$ cat src/rtl/gpio_pinreg_pkg.sv
package gpio_pinreg_pkg;
  localparam int unsigned GRP_N = 5;
  localparam int unsigned GRP_BASE [GRP_N] = '{32'h050, 32'h088, 32'h140, 32'h188, 32'h1C0};
  localparam int unsigned GRP_PINS [GRP_N] = '{4, 16, 6, 2, 4};
  localparam int unsigned STRIDE = 4;
  localparam int unsigned IRQ_GRP = 4;
  localparam int unsigned CFG_EN_OFS = 32'h1E0;
  localparam int unsigned CFG_MODE_OFS = 32'h1E4;
  localparam int unsigned PARENT_BASE = 28;
  localparam int unsigned PARENT_LINES = 32;
  localparam int unsigned BIT_IN = 0;
  localparam int unsigned BIT_OUT = 4;
  localparam int unsigned BIT_OEN = 5;
  localparam int unsigned POL_LSB = 4;

  function automatic int unsigned grp_first(int unsigned g);
    int unsigned s;
    s = 0;
    for (int unsigned i = 0; i < GRP_N; i++)
      if (i < g) s += GRP_PINS[i];
    return s;
  endfunction

  localparam int unsigned PIN_TOTAL = grp_first(GRP_N);
endpackage

$ cat src/rtl/gpio_pinreg_sync.sv
module gpio_pinreg_sync #(
  parameter int unsigned WIDTH = 1
) (
  input  logic             clk_i,
  input  logic             rst_ni,
  input  logic [WIDTH-1:0] d_i,
  output logic [WIDTH-1:0] q_o
);
  logic [WIDTH-1:0] meta_q, stab_q;

  always_ff @(posedge clk_i or negedge rst_ni) begin
    if (!rst_ni) begin
      meta_q <= '0;
      stab_q <= '0;
    end else begin
      meta_q <= d_i;
      stab_q <= meta_q;
    end
  end

  assign q_o = stab_q;
endmodule

$ cat src/rtl/gpio_pinreg_dec.sv
module gpio_pinreg_dec
  import gpio_pinreg_pkg::*;
#(
  parameter int unsigned ADDR_W   = 9,
  parameter int unsigned NUM_PINS = PIN_TOTAL,
  parameter int unsigned IDX_W    = $clog2(NUM_PINS)
) (
  input  logic [ADDR_W-1:0] addr_i,
  output logic              pin_hit_o,
  output logic [IDX_W-1:0]  pin_idx_o,
  output logic              cfg_en_hit_o,
  output logic              cfg_mode_hit_o
);
  always_comb begin
    int unsigned a;
    a = 32'(addr_i);
    pin_hit_o = 1'b0;
    pin_idx_o = '0;
    // one range compare per group; holes fall through
    for (int unsigned g = 0; g < GRP_N; g++) begin
      if (a >= GRP_BASE[g] && a < GRP_BASE[g] + STRIDE * GRP_PINS[g] && (a % STRIDE) == 0) begin
        pin_hit_o = 1'b1;
        pin_idx_o = IDX_W'(grp_first(g) + (a - GRP_BASE[g]) / STRIDE);
      end
    end
    cfg_en_hit_o   = (a == CFG_EN_OFS);
    cfg_mode_hit_o = (a == CFG_MODE_OFS);
  end
endmodule

$ cat src/rtl/gpio_pinreg_irq.sv
module gpio_pinreg_irq #(
  parameter int unsigned N = 4
) (
  input  logic         clk_i,
  input  logic         rst_ni,
  input  logic [N-1:0] lvl_i,
  input  logic [N-1:0] en_i,
  input  logic [N-1:0] edge_i,
  input  logic [N-1:0] pol_i,
  output logic [N-1:0] req_o
);
  logic [N-1:0] prev_q, req_q, hit;

  assign hit = (edge_i & ((pol_i & lvl_i & ~prev_q) | (~pol_i & ~lvl_i & prev_q)))
             | (~edge_i & ~(lvl_i ^ pol_i));

  always_ff @(posedge clk_i or negedge rst_ni) begin
    if (!rst_ni) begin
      prev_q <= '0;
      req_q  <= '0;
    end else begin
      prev_q <= lvl_i;
      req_q  <= en_i & hit;
    end
  end

  assign req_o = req_q;
endmodule

$ cat src/rtl/gpio_pinreg_ctrl.sv
module gpio_pinreg_ctrl
  import gpio_pinreg_pkg::*;
#(
  parameter int unsigned ADDR_W    = 9,
  parameter int unsigned NUM_PINS  = PIN_TOTAL,
  parameter int unsigned PARENT_W  = PARENT_LINES,
  parameter int unsigned IRQ_N     = GRP_PINS[IRQ_GRP],
  parameter int unsigned IRQ_FIRST = grp_first(IRQ_GRP),
  parameter int unsigned PARENT_LO = PARENT_BASE
) (
  input  logic                clk_i,
  input  logic                rst_ni,
  input  logic                req_i,
  input  logic                we_i,
  input  logic [ADDR_W-1:0]   addr_i,
  input  logic [7:0]          wdata_i,
  output logic [7:0]          rdata_o,
  input  logic [NUM_PINS-1:0] pad_in_i,
  output logic [NUM_PINS-1:0] pad_out_o,
  output logic [NUM_PINS-1:0] pad_oe_o,
  output logic [PARENT_W-1:0] parent_irq_o
);
  localparam int unsigned IDX_W = $clog2(NUM_PINS);

  logic             pin_hit, cfg_en_hit, cfg_mode_hit, wr;
  logic [IDX_W-1:0] pin_idx;
  logic [NUM_PINS-1:0] out_q, oen_q, in_sync;
  logic [IRQ_N-1:0] irq_en_q, irq_edge_q, irq_pol_q, irq_req;
  logic [7:0]       rd_val, rdata_q;

  assign wr = req_i & we_i;

  gpio_pinreg_dec #(.ADDR_W(ADDR_W), .NUM_PINS(NUM_PINS), .IDX_W(IDX_W)) u_dec (
    .addr_i        (addr_i),
    .pin_hit_o     (pin_hit),
    .pin_idx_o     (pin_idx),
    .cfg_en_hit_o  (cfg_en_hit),
    .cfg_mode_hit_o(cfg_mode_hit)
  );

  gpio_pinreg_sync #(.WIDTH(NUM_PINS)) u_sync (
    .clk_i (clk_i),
    .rst_ni(rst_ni),
    .d_i   (pad_in_i),
    .q_o   (in_sync)
  );

  for (genvar p = 0; p < NUM_PINS; p++) begin : g_pin
    always_ff @(posedge clk_i or negedge rst_ni) begin
      if (!rst_ni) begin
        out_q[p] <= 1'b0;
        oen_q[p] <= 1'b1;
      end else if (wr && pin_hit && pin_idx == IDX_W'(p)) begin
        out_q[p] <= wdata_i[BIT_OUT];
        oen_q[p] <= wdata_i[BIT_OEN];
      end
    end
  end

  always_ff @(posedge clk_i or negedge rst_ni) begin
    if (!rst_ni) begin
      irq_en_q   <= '0;
      irq_edge_q <= '0;
      irq_pol_q  <= '0;
    end else if (wr) begin
      if (cfg_en_hit) irq_en_q <= wdata_i[IRQ_N-1:0];
      if (cfg_mode_hit) begin
        irq_edge_q <= wdata_i[IRQ_N-1:0];
        irq_pol_q  <= wdata_i[POL_LSB +: IRQ_N];
      end
    end
  end

  always_comb begin
    rd_val = '0;
    if (pin_hit) begin
      rd_val[BIT_IN]  = in_sync[pin_idx];
      rd_val[BIT_OUT] = out_q[pin_idx];
      rd_val[BIT_OEN] = oen_q[pin_idx];
    end else if (cfg_en_hit) begin
      rd_val[IRQ_N-1:0] = irq_en_q;
    end else if (cfg_mode_hit) begin
      rd_val[IRQ_N-1:0]         = irq_edge_q;
      rd_val[POL_LSB +: IRQ_N]  = irq_pol_q;
    end
  end

  always_ff @(posedge clk_i or negedge rst_ni) begin
    if (!rst_ni)                rdata_q <= '0;
    else if (req_i && !we_i)    rdata_q <= rd_val;
  end

  gpio_pinreg_irq #(.N(IRQ_N)) u_irq (
    .clk_i (clk_i),
    .rst_ni(rst_ni),
    .lvl_i (in_sync[IRQ_FIRST +: IRQ_N]),
    .en_i  (irq_en_q),
    .edge_i(irq_edge_q),
    .pol_i (irq_pol_q),
    .req_o (irq_req)
  );

  always_comb begin
    parent_irq_o = '0;
    parent_irq_o[PARENT_LO +: IRQ_N] = irq_req;
  end

  assign rdata_o   = rdata_q;
  assign pad_out_o = out_q;
  assign pad_oe_o  = ~oen_q;
endmodule

$ cat config.mk
export PLATFORM = sky130hd
export DESIGN_NAME = gpio_pinreg_ctrl
export DESIGN_NICKNAME = d
export VERILOG_FILES = /design/src/rtl/gpio_pinreg_pkg.sv /design/src/rtl/gpio_pinreg_sync.sv /design/src/rtl/gpio_pinreg_dec.sv /design/src/rtl/gpio_pinreg_irq.sv /design/src/rtl/gpio_pinreg_ctrl.sv
export SDC_FILE = /design/constraint.sdc
export NUM_CORES = 1
export LEC_CHECK = 0
export ABC_AREA = 1
export BUFFER_PORTS_ARGS = -buffer_cell sky130_fd_sc_hd__buf_4
export CAP_MARGIN = 10
export CORE_ASPECT_RATIO = 0.8
export CORE_UTILIZATION = 52
export CTS_CLUSTER_DIAMETER = 120
export DETAILED_ROUTE_END_ITERATION = 7
export PLACE_DENSITY_LB_ADDON = 0.08
export SYNTH_ARGS = -nofsm -noshare
export SYNTH_HDL_FRONTEND = slang
export SYNTH_HIERARCHICAL = 1
export SYNTH_SLANG_ARGS = --single-unit
$ cat constraint.sdc
create_clock -name clk_i -period 1.6 [get_ports clk_i]
set_input_delay 0.16 -clock clk_i [delete_from_list [all_inputs] [get_ports clk_i]]
set_output_delay 0.16 -clock clk_i [all_outputs]
set_load 0.01 [all_outputs]
==> summary.txt, run 1 <==
Yosys
  • Area share of the largest cell type after synthesis: 42.6%
  • Top cells by count, synth: 308 x nand2_1, 124 x dfrtp_1, 87 x inv_1, 87 x o21ai_0, 79 x nor2_1
  • EDFF count, synth: 0
  • Asr flop ratio synth: 100%
  • Yosys cell types: 35
  • Synth Area in Adders: 3.27%
  • Register area share after synthesis: 54.2%
  • Top_reg_cell synth: dfrtp_1
  • Mux cell area share after synthesis: 0.309%
  • Synth top area cells: dfrtp_1 43%, nand2_1 16%, dfstp_2 12%
  • Post-synthesis compound-gate area fraction: 8.88%
  • Simple-gate share of the synthesized area: 23.6%
  • Leading area contributor after synthesis: dfrtp_1
  • YS warnings: 6
  • Cells after Synth: 873
  • Largest family of logic cells by synthesized area: simple AND/OR/NAND/NOR gates
  • Post-synthesis xor/xnor area fraction: 0.481%
  • Mean Syn Cell Area: 8.34 um^2
  • #FFs+latches synth: 156
  • Area of the mapped netlist: 0.00728 mm^2
  • Count leader, synth: nand2_1

Timing
  • RSZ-0062 raised after global routing: true
  • Period utilisation layout: 140%
  • Worst-Margin Slew: 0.582 ns
  • Max-slew violation count: 0
  • Final Skew: 0.0111 ns
  • Fin. Hold Viols: 0
  • Final WS setup: -0.644 ns
  • Slew headroom: 61.2%
  • Final min period: 2.24 ns
  • Final setup viols: 67
  • Fmax: 446 MHz
  • Worst hold slack: 0.0165 ns
  • Setup TNS Final: -26.95 ns

Setup path
  • Crit Path Max Fanout: 6
  • Critical Path RT: 1.91 ns
  • Startpoint Class: primary input
  • WP data arrival: 2.55 ns
  • Crit Path Class: primary input to flop
  • Crit. End Element: flop

Pwr
  • Clock power share: 43.0%
  • Comb power frac: 13.7%
  • Sw frac: 29.5%
  • Pwr dens: 843 mW/mm^2
  • Sw Pwr: 0.00285 W
  • Max IR drop VDD: 0.957 mV
  • Part of the power in registers: 43.3%
  • Power Internal: 0.00681 W
  • Pleak: 5.41 nW

Route
  • Antenna-violating nets left: 0
  • Starting DRC count in detailed routing: 545
  • Drt wl/cell: 18.8 um
  • DR pass1 iterations: 5
  • DRC viols: 0
  • DRT Wirelength: 25100 um
  • Routed vias/inst: 5.41
  • DR vias: 7228

Global routing
  • Largest net degree at the start of global routing: 45
  • First-pass GRT wire length: 34900 um
  • Vias in the first global route: 6722
  • Antenna violations before repair: 0
  • GRT Overall Usage: 32.0%
  • GRT overflow: 0

Outcome
  • Status: finished with violations
  • Failing checks: negative setup slack

Placed design
  • Detail Placement HPWL: 14100 um
  • GPL Wtd Cong: 0.912
  • Number of port buffers: 128

Finish
  • Area growth syn-to-layout: 57.3%
  • Antenna cells: 0
  • Fin nets: 1215
  • Share of layout cells above drive strength 1: 44.8%

Floorplan
  • Core outline area: 0.0136 mm^2
  • Die Y: 108 um
  • IO Pins: 157
  • Num rows: 38
  • Die Area: 0.0145 mm^2
  • Die X: 134 um
  • Initial Util: 53.5%

Clock tree
  • TritonCTS clock tree: yes
  • Clock sink count: 156
  • Clk root buf: clkbuf_16
  • Clock Path Buffers: 2
  • TritonCTS Buffers: 17
  • CTS clock-pin slew for the worst setup and hold paths: 0.07 ns
  • H-tree Lvls: 4
  • Later-pin clock latency in the skew report: 0.43 ns

Job
  • Max Cap Violations: 0

Min path
  • Worst hold path class: primary input to flop
==> metal layers <==
layer	wire length, um	GRT usage [%]	share of wire, %
met1	10200	43.5	41
met2	12200	50.6	49
met3	2040	7.91	8.1
met4	662	10.3	2.6
met5	0	0	0
==> timing repair <==
item	CTS	global route
cloned	2	2
pin swaps	18	67
hold endpoints to repair	93	0
setup endpoints to repair	67	68
hold buffers	35	0
resized for setup	141	187
setup buffers	9	15
==> cell type report <==
type | count | area (um^2)
clock buffers | 17 | 425
clock inverters | 15 | 186
fillers | 735 | 2140
inverters | 93 | 383
multi-input cells | 602 | 3910
flip-flops and latches | 156 | 3940
well taps | 180 | 225
repair buffers | 273 | 2380
==> power groups by stage <==
| stage | logic (W) | clock network [W] | registers (W) |
|---|---|---|---|
| after CTS | 0.00111 | 0.00414 | 0.00417 |
| final | 0.00133 | 0.00415 | 0.00418 |
| after detailed placement | 0.000934 | 0 | 0.00424 |
| after floorplan | 0.000470 | 0 | 0.00422 |
| after global placement | 0.000925 | 0 | 0.00423 |
| after global routing | 0.00142 | 0.00435 | 0.00419 |
==> critical path, stage by stage <==
cell and delay [ns]:
buf_8 0.10, clkinvlp_4 0.12, ha_4 0.17, inv_2 0.04, nor2_1 0.11, nand3_1 0.13, a21oi_2 0.22, nor2_2 0.07
a31oi_2 0.21, buf_6 0.18, inv_6 0.05, nand2_1 0.20, nor2_1 0.10, nor2_1 0.16, nand2_1 0.13, a21oi_2 0.15
nand2_1 0.08, nand3_2 0.09, a21oi_2 0.06
==> stage by stage <==
stage	utilization, %	total power, W	worst slack [ns]	area [um^2]	instances
6_report	84.2	0.00965	-0.644	11500	1336
5_1_grt	84.2	0.00995	-0.729	11500	1336
4_1_cts	78.2	0.00942	-0.386	10600	1322
3_5_place_dp	67.2	0.00517	-0.967	9140	1244
3_3_place_gp	67.2	0.00516	-0.903	9140	1244
2_1_floorplan	-	0.00469	-0.471	7590	900
==> kinds of logic after synthesis <==
| group | Yosys count |
|---|---|
| other | 1 |
| muxes | 2 |
| buffers and inverters | 142 |
| AOI/OAI and AO/OA | 118 |
| xor gates and xnor gates | 4 |
| DFF | 156 |
| adders and majority gates | 19 |
| and+or+nand+nor | 431 |
==> flip-flops by register name, summed over array words and instances (netlist names), 8 cells and up <==
register,cells
oen_q,32
pad_out_o,32
rdata_o,8
u_sync/meta_q,32
u_sync/q_o,32
==> final timing paths <==
path | startpoint | end | slack [ns] | cells after the start
max | addr_i[4] | rdata_o[5] | -0.64 | 19
min | wdata_i[3] | irq_en_q[3] | 0.02 | 3
max reg2reg | oen_q[0] | rdata_o[5] | 0.07 | 10
min reg2reg | u_sync/meta_q[10] | u_sync/q_o[10] | 0.35 | 0
max in group asynchronous | rst_ni | oen_q[6] | 0.75 | 3
min in group asynchronous | rst_ni | irq_edge_q[1] | 0.21 | 2
==> layout by cell type, fill, tap and decap left out, types with 20 or more instances in the layout <==
cell,count
o21ai_1,36
inv_1,73
nand2_1,202
dfstp_2,32
nand2_2,62
dlygate4sd3_1,35
o21ai_2,24
clkbuf_16,20
conb_1,28
nand2_4,29
dfrtp_1,124
o21ai_0,27
buf_4,209
nor2_1,50
Note: power is estimated with default switching activity, not from simulation.
==> run 2: changes to the inputs <==
--- a/config.mk
+++ b/config.mk
@@ -12,7 +12,8 @@
 export CORE_UTILIZATION = 52
 export CTS_CLUSTER_DIAMETER = 120
 export DETAILED_ROUTE_END_ITERATION = 7
-export PLACE_DENSITY_LB_ADDON = 0.08
+export PLACE_DENSITY = 0.77
+export SETUP_SLACK_MARGIN = 0.15
 export SYNTH_ARGS = -nofsm -noshare
 export SYNTH_HDL_FRONTEND = slang
 export SYNTH_HIERARCHICAL = 1
==> summary.txt, run 2 (synthesis results as in run 1) <==
Outcome
  • Status: finished with violations
  • Failing checks: negative setup slack

Timing
  • Max-slew violation count: 0
  • Period utilisation layout: 136%
  • Fin. Hold Viols: 0
  • Slew headroom: 58.8%
  • Fmax: 459 MHz
  • Final setup viols: 67
  • Worst-Margin Slew: 0.617 ns
  • Final WS setup: -0.580 ns
  • Final min period: 2.18 ns
  • RSZ-0062 raised after global routing: true
  • Worst hold slack: 0.0255 ns
  • Final Skew: 0.0120 ns

Setup path
  • R2r startpoint: oen_q[5]
  • CP max-delay cell: ha_4
  • CP bufs+invs: 7
  • Critical Path RT: 1.96 ns
  • CP Cell Sequence: buf_8 -> clkinvlp_4 -> buf_6 -> ha_4 -> buf_4 -> xnor2_1 -> o21ai_1 -> inv_1 -> nand4_1 -> buf_4 -> nor2_4 -> buf_6 -> nand2_2 -> nand2_2 -> nor2_1 -> nand2_1 -> nand3_2 -> a21oi_2
  • Startpoint Class: primary input
  • Crit. End Element: flop
  • Crit Path Class: primary input to flop
  • Worst path max stage delay: 0.23 ns
  • Crit path from: addr_i[4]
  • Cell family with most CP delay: buffers and inverters
  • WP data arrival: 2.54 ns
  • Crit Path Max Fanout: 6

Pwr
  • Clock power share: 45.0%
  • Total power: 0.00993 W
  • Sw Pwr: 0.00258 W
  • Part of the power in registers: 42.1%
  • Sw frac: 26.0%
  • Comb power frac: 12.9%
  • Max IR drop VDD: 0.928 mV
  • Pwr dens: 885 mW/mm^2
  • Power Internal: 0.00734 W
  • Pleak: 5.48 nW

Placed design
  • Placed cells: 1244
  • Number of port buffers: 128
  • GPL Wtd Cong: 0.911
  • Placed cell area: 0.00914 mm^2
  • Detail Placement HPWL: 14200 um
  • Worst Setup Slack post-DPL: -0.961 ns

Floorplan
  • Num rows: 38
  • IO Pins: 157
  • Die X: 134 um
  • Die Y: 108 um
  • Initial Util: 53.5%
  • Die Area: 0.0145 mm^2
  • Core outline area: 0.0136 mm^2

Clock tree
  • TritonCTS clock tree: yes
  • Clock Path Buffers: 2
  • TritonCTS Buffers: 17
  • Later-pin clock latency in the skew report: 0.43 ns
  • H-tree Lvls: 4
  • Clk root buf: clkbuf_16
  • Clock sink count: 156
  • CTS clock-pin slew for the worst setup and hold paths: 0.07 ns

Route
  • DRT Wirelength: 25300 um
  • DR vias: 7356
  • DRC viols: 0
  • Antenna-violating nets left: 0
  • DR pass1 iterations: 5
  • Drt wl/cell: 19.0 um
  • Starting DRC count in detailed routing: 757
  • Routed vias/inst: 5.51

Finish
  • Fin cells: 1334
  • Fillers: 732
  • Most frequent cells in the layout: 226 x nand2_1, 205 x buf_4, 124 x dfrtp_1
  • Fin nets: 1214
  • Share of layout cells above drive strength 1: 41.8%
  • Area growth syn-to-layout: 54.2%
  • Antenna cells: 0
  • Final Instance Area: 0.0112 mm^2
  • Commonest non-fill, non-tap cell in the layout: nand2_1

Global routing
  • GRT overflow: 0
  • Antenna violations before repair: 0
  • GRT Overall Usage: 32.7%
  • Vias in the first global route: 6934
  • First-pass GRT wire length: 35600 um
  • Largest net degree at the start of global routing: 45

Min path
  • Worst hold path class: primary input to flop
  • Hold path start: wdata_i[1]

Job
  • Max Cap Violations: 0
run 2: cell count changes in the layout (fill, tap and decap cells not counted), sizes merged:
cell / before / now
clkbuf: 20 / 19
bufinv: 0 / 4
inv: 98 / 97
buf: 235 / 236
clkinv: 9 / 4
run 2: repair_timing:
action / 4_1_cts / 5_1_grt
setup endpoints to repair: 76 / 77
pin swaps: 16 / 47
gates resized for setup: 103 / 161
buffers inserted: 17 / 4
hold buffers: 35 / 0
cloned: 2 / 1
hold endpoints to repair: 136 / 0
run 2: metal layers:
metal  share of wire [%]  up-vias  track usage (%)  routed length, um
li1                    -     3234                -                  -
met2                  48      475             51.7              12200
met5                   0        -                0                  0
met1                  39     3540             44.0               9750
met4                 4.3        0             12.7               1080
met3                 9.0      107             7.25               2280
run 2: power groups by stage:
stage               clock network, W  registers (W)  logic [W]
global placement                   0        0.00423   0.000915
detailed placement                 0        0.00423   0.000928
floorplan                          0        0.00422   0.000472
finish                       0.00447        0.00418    0.00128
CTS                          0.00444        0.00417    0.00113
global route                 0.00466        0.00419    0.00137
run 2: path summary, 6_finish.rpt:
check	end	slack (ns)	cells past startpoint
min reg2reg	u_sync/q_o[19]	0.35	0
max reg2reg	rdata_o[5]	0.12	8
min	irq_edge_q[1]	0.03	3
max in group asynchronous	oen_q[22]	0.78	3
min in group asynchronous	u_sync/q_o[11]	0.19	2
max	rdata_o[4]	-0.58	18
run 2: tightest hold or removal path: cells and delay by family:
kind            cells  cell delay [ns]
buf+inv             2             0.17
compound gates      1             0.08
run 2: through the flow:
step / TNS [ns] / utilization [%]
2_1_floorplan: -29.12 / -
3_3_place_gp: -57.92 / 67.2
3_5_place_dp: -62.65 / 67.2
4_1_cts: -19.91 / 78.5
5_1_grt: -34.99 / 82.5
6_report: -30.15 / 82.5
run 2: final cells by class:
cell class / instances / area (um^2) / area share [%]
inverter: 93 / 383 / 3.41
timing repair buffer: 272 / 2380 / 21.2
sequential: 156 / 3940 / 35.1
clock inverter: 13 / 200 / 1.78
tap: 180 / 225 / 2.01
multi-input combinational: 602 / 3650 / 32.5
clock buffer: 18 / 439 / 3.91
==> run 3: changes to the inputs <==
--- a/config.mk
+++ b/config.mk
@@ -12,9 +12,9 @@
 export CORE_UTILIZATION = 52
 export CTS_CLUSTER_DIAMETER = 120
 export DETAILED_ROUTE_END_ITERATION = 7
-export PLACE_DENSITY = 0.77
+export PLACE_DENSITY = 0.76
 export SETUP_SLACK_MARGIN = 0.15
+export SLEW_MARGIN = 20
 export SYNTH_ARGS = -nofsm -noshare
 export SYNTH_HDL_FRONTEND = slang
-export SYNTH_HIERARCHICAL = 1
 export SYNTH_SLANG_ARGS = --single-unit
==> summary.txt, run 3 <==
Outcome
  • Status: finished with violations
  • Failing checks: negative setup slack

Yosys
  • Top_reg_cell synth: dfrtp_1
  • Yosys cell types: 38
  • Mean Syn Cell Area: 8.42 um^2
  • EDFF count, synth: 0
  • Area share of the largest cell type after synthesis: 41.1%
  • YS warnings: 0
  • Synth top area cells: dfrtp_1 41%, nand2_1 16%, dfstp_2 11%
  • Asr flop ratio synth: 100%
  • Leading area contributor after synthesis: dfrtp_1
  • #FFs+latches synth: 156
  • Top cells by count, synth: 330 x nand2_1, 124 x dfrtp_1, 68 x inv_1
  • Count leader, synth: nand2_1
  • Cells after Synth: 896
  • Area of the mapped netlist: 0.00754 mm^2
  • Register area share after synthesis: 52.3%

Timing
  • Fin. Hold Viols: 0
  • Fmax: 508 MHz
  • Worst hold slack: 0.0832 ns
  • Period utilisation layout: 123%
  • RSZ-0062 raised after global routing: true
  • Final min period: 1.97 ns
  • Final setup viols: 67
  • Final Skew: 0.00902 ns
  • Final WS setup: -0.369 ns
  • Setup TNS Final: -18.30 ns
  • Max-slew violation count: 0

Clock tree
  • CTS clock-pin slew for the worst setup and hold paths: 0.06 ns
  • Clock sink count: 156
  • TritonCTS clock tree: yes
  • H-tree Lvls: 4
  • Later-pin clock latency in the skew report: 0.42 ns
  • Clock Path Buffers: 2
  • TritonCTS Buffers: 17
  • Clk root buf: clkbuf_16

Min path
  • WHS Endpoint: rdata_o[7]
  • Hold path start: req_i
  • Worst hold path depth: 4
  • Worst hold path class: primary input to flop

Route
  • DR pass1 iterations: 5
  • Starting DRC count in detailed routing: 546
  • Antenna-violating nets left: 0
  • DR vias: 6954
  • DRC viols: 0
  • Drt wl/cell: 16.3 um
  • DRT Wirelength: 21600 um
  • Routed vias/inst: 5.24

Global routing
  • Antenna violations before repair: 0
  • First-pass GRT wire length: 32800 um
  • GRT Overall Usage: 29.4%
  • Vias in the first global route: 6462
  • Largest net degree at the start of global routing: 45
  • GRT overflow: 0

Placed design
  • Placed cells: 1244
  • GPL Wtd Cong: 0.902
  • Number of port buffers: 128
  • Detail Placement HPWL: 14100 um

Job
  • Max Cap Violations: 0

Pwr
  • Max IR drop VDD: 0.766 mV
  • Pleak: 5.19 nW
  • Pwr dens: 875 mW/mm^2

Floorplan
  • Core outline area: 0.0138 mm^2
  • Num rows: 38
  • Die Y: 110 um
  • Die X: 137 um
  • Initial Util: 54.5%
  • Die Area: 0.0150 mm^2
  • IO Pins: 157

Setup path
  • Crit path top cell by count: nand2_2
  • CP max-delay cell: nor3_2
  • Cell family with most CP delay: buffers and inverters
  • R2r startpoint: oen_q[29]
  • Crit Path Class: primary input to flop
  • Worst path max stage delay: 0.22 ns
  • WP data arrival: 2.27 ns
  • R2r worst-path depth: 10
  • CP bufs+invs: 6
  • Crit. End Element: flop
  • Critical Path RT: 1.90 ns
  • Crit Path Max Fanout: 6
  • Startpoint Class: primary input
  • CP Cell Sequence: buf_8 -> clkinvlp_4 -> ha_4 -> a21oi_2 -> nor3_2 -> nand2_2 -> buf_6 -> nand2_4 -> o21ai_4 -> buf_12 -> buf_8 -> clkbuf_16 -> nand2_2 -> nand2_2 -> a21oi_2 -> nand2_1 -> nand3_1 -> a21oi_1
  • Setup slack, reg-to-reg: 0.13 ns
  • R2r endpoint: rdata_o[5]

Finish
  • Commonest non-fill, non-tap cell in the layout: nand2_1
  • Area growth syn-to-layout: 41.5%
  • Antenna cells: 0
  • Fin cells: 1327
  • Most frequent cells in the layout: 287 x nand2_1, 182 x buf_4, 124 x dfrtp_1
  • Share of layout cells above drive strength 1: 36.1%
  • Fin nets: 1206
-- run 3: stage by stage --
step	total power, W	utilization [%]	setup WS, ns	cell area, um^2
floorplan	0.00478	-	-0.528	7770
global placement	0.00523	66.3	-0.768	9170
detailed placement	0.00525	66.3	-0.798	9170
CTS	0.00932	75.7	-0.263	10500
global route	0.00967	77.2	-0.465	10700
finish	0.00934	77.2	-0.369	10700
-- run 3: worst max path at each step --
| stage | slack [ns] | endpoint | depth (start not counted) | startpoint |
|---|---|---|---|---|
| after global placement | -0.77 | rdata_o[4] | 20 | addr_i[4] |
| final | -0.37 | rdata_o[0] | 18 | addr_i[4] |
| after CTS | -0.26 | rdata_o[0] | 22 | addr_i[4] |
| after detailed placement | -0.80 | rdata_o[4] | 20 | addr_i[4] |
| after floorplan | -0.53 | pad_out_o[21] | 18 | addr_i[4] |
| after global routing | -0.47 | pad_out_o[31] | 20 | addr_i[4] |
-- run 3: per-layer routing --
metal | wire length [um] | up-vias | track usage [%]
met3 | 1810 | 42 | 6.55
met2 | 9970 | 335 | 44.2
met4 | 542 | 0 | 12.1
li1 | - | 3248 | -
met5 | 0 | - | 0
met1 | 9280 | 3329 | 41.3
-- run 3: final cells by class --
| cell class | count | area [um^2] |
|---|---|---|
| Clock buffer | 20 | 447 |
| Timing Repair Buffer | 250 | 2210 |
| Sequential cell | 156 | 3940 |
| Timing Repair inverter | 1 | 7.51 |
| Fill cell | 902 | 3160 |
| Clock inverter | 12 | 128 |
| Inverter | 78 | 309 |
| Tap cell | 180 | 225 |
| Multi-Input combinational cell | 630 | 3400 |
-- run 3: kinds of logic after synthesis --
logic type | Yosys count | share of synthesized area, %
fa+ha+maj | 19 | 3.15
xor+xnor | 5 | 0.581
compound gates | 118 | 8.21
other cells | 1 | 0.0497
buf+inv | 137 | 9.47
mux | 8 | 1.13
flops | 156 | 52.3
simple gates | 452 | 25.1
-- run 3: what timing repair did --
item                                    4_1_cts  5_1_grt
gates cloned                                  3        2
hold buffers                                 42        0
endpoints found under the setup margin       70       72
endpoints found under the hold margin        86        0
setup buffers                                 4        0
resized for setup                            75       40
pin swaps                                    17       16
-- run 3: tightest hold or removal path, delay by kind of cell --
family,cells,cell delay [ns]
AND/OR/NAND/NOR,1,0.06
AO/OA/AOI/OAI,1,0.07
buffers and inverters,2,0.18
-- run 3: report_power, final --
group / switching [W] / internal [W] / total [W]
clock network: 0.00170 / 0.00223 / 0.00393
registers: 0.0000741 / 0.00411 / 0.00418
logic: 0.000679 / 0.000549 / 0.00123
total: 0.00246 / 0.00688 / 0.00934
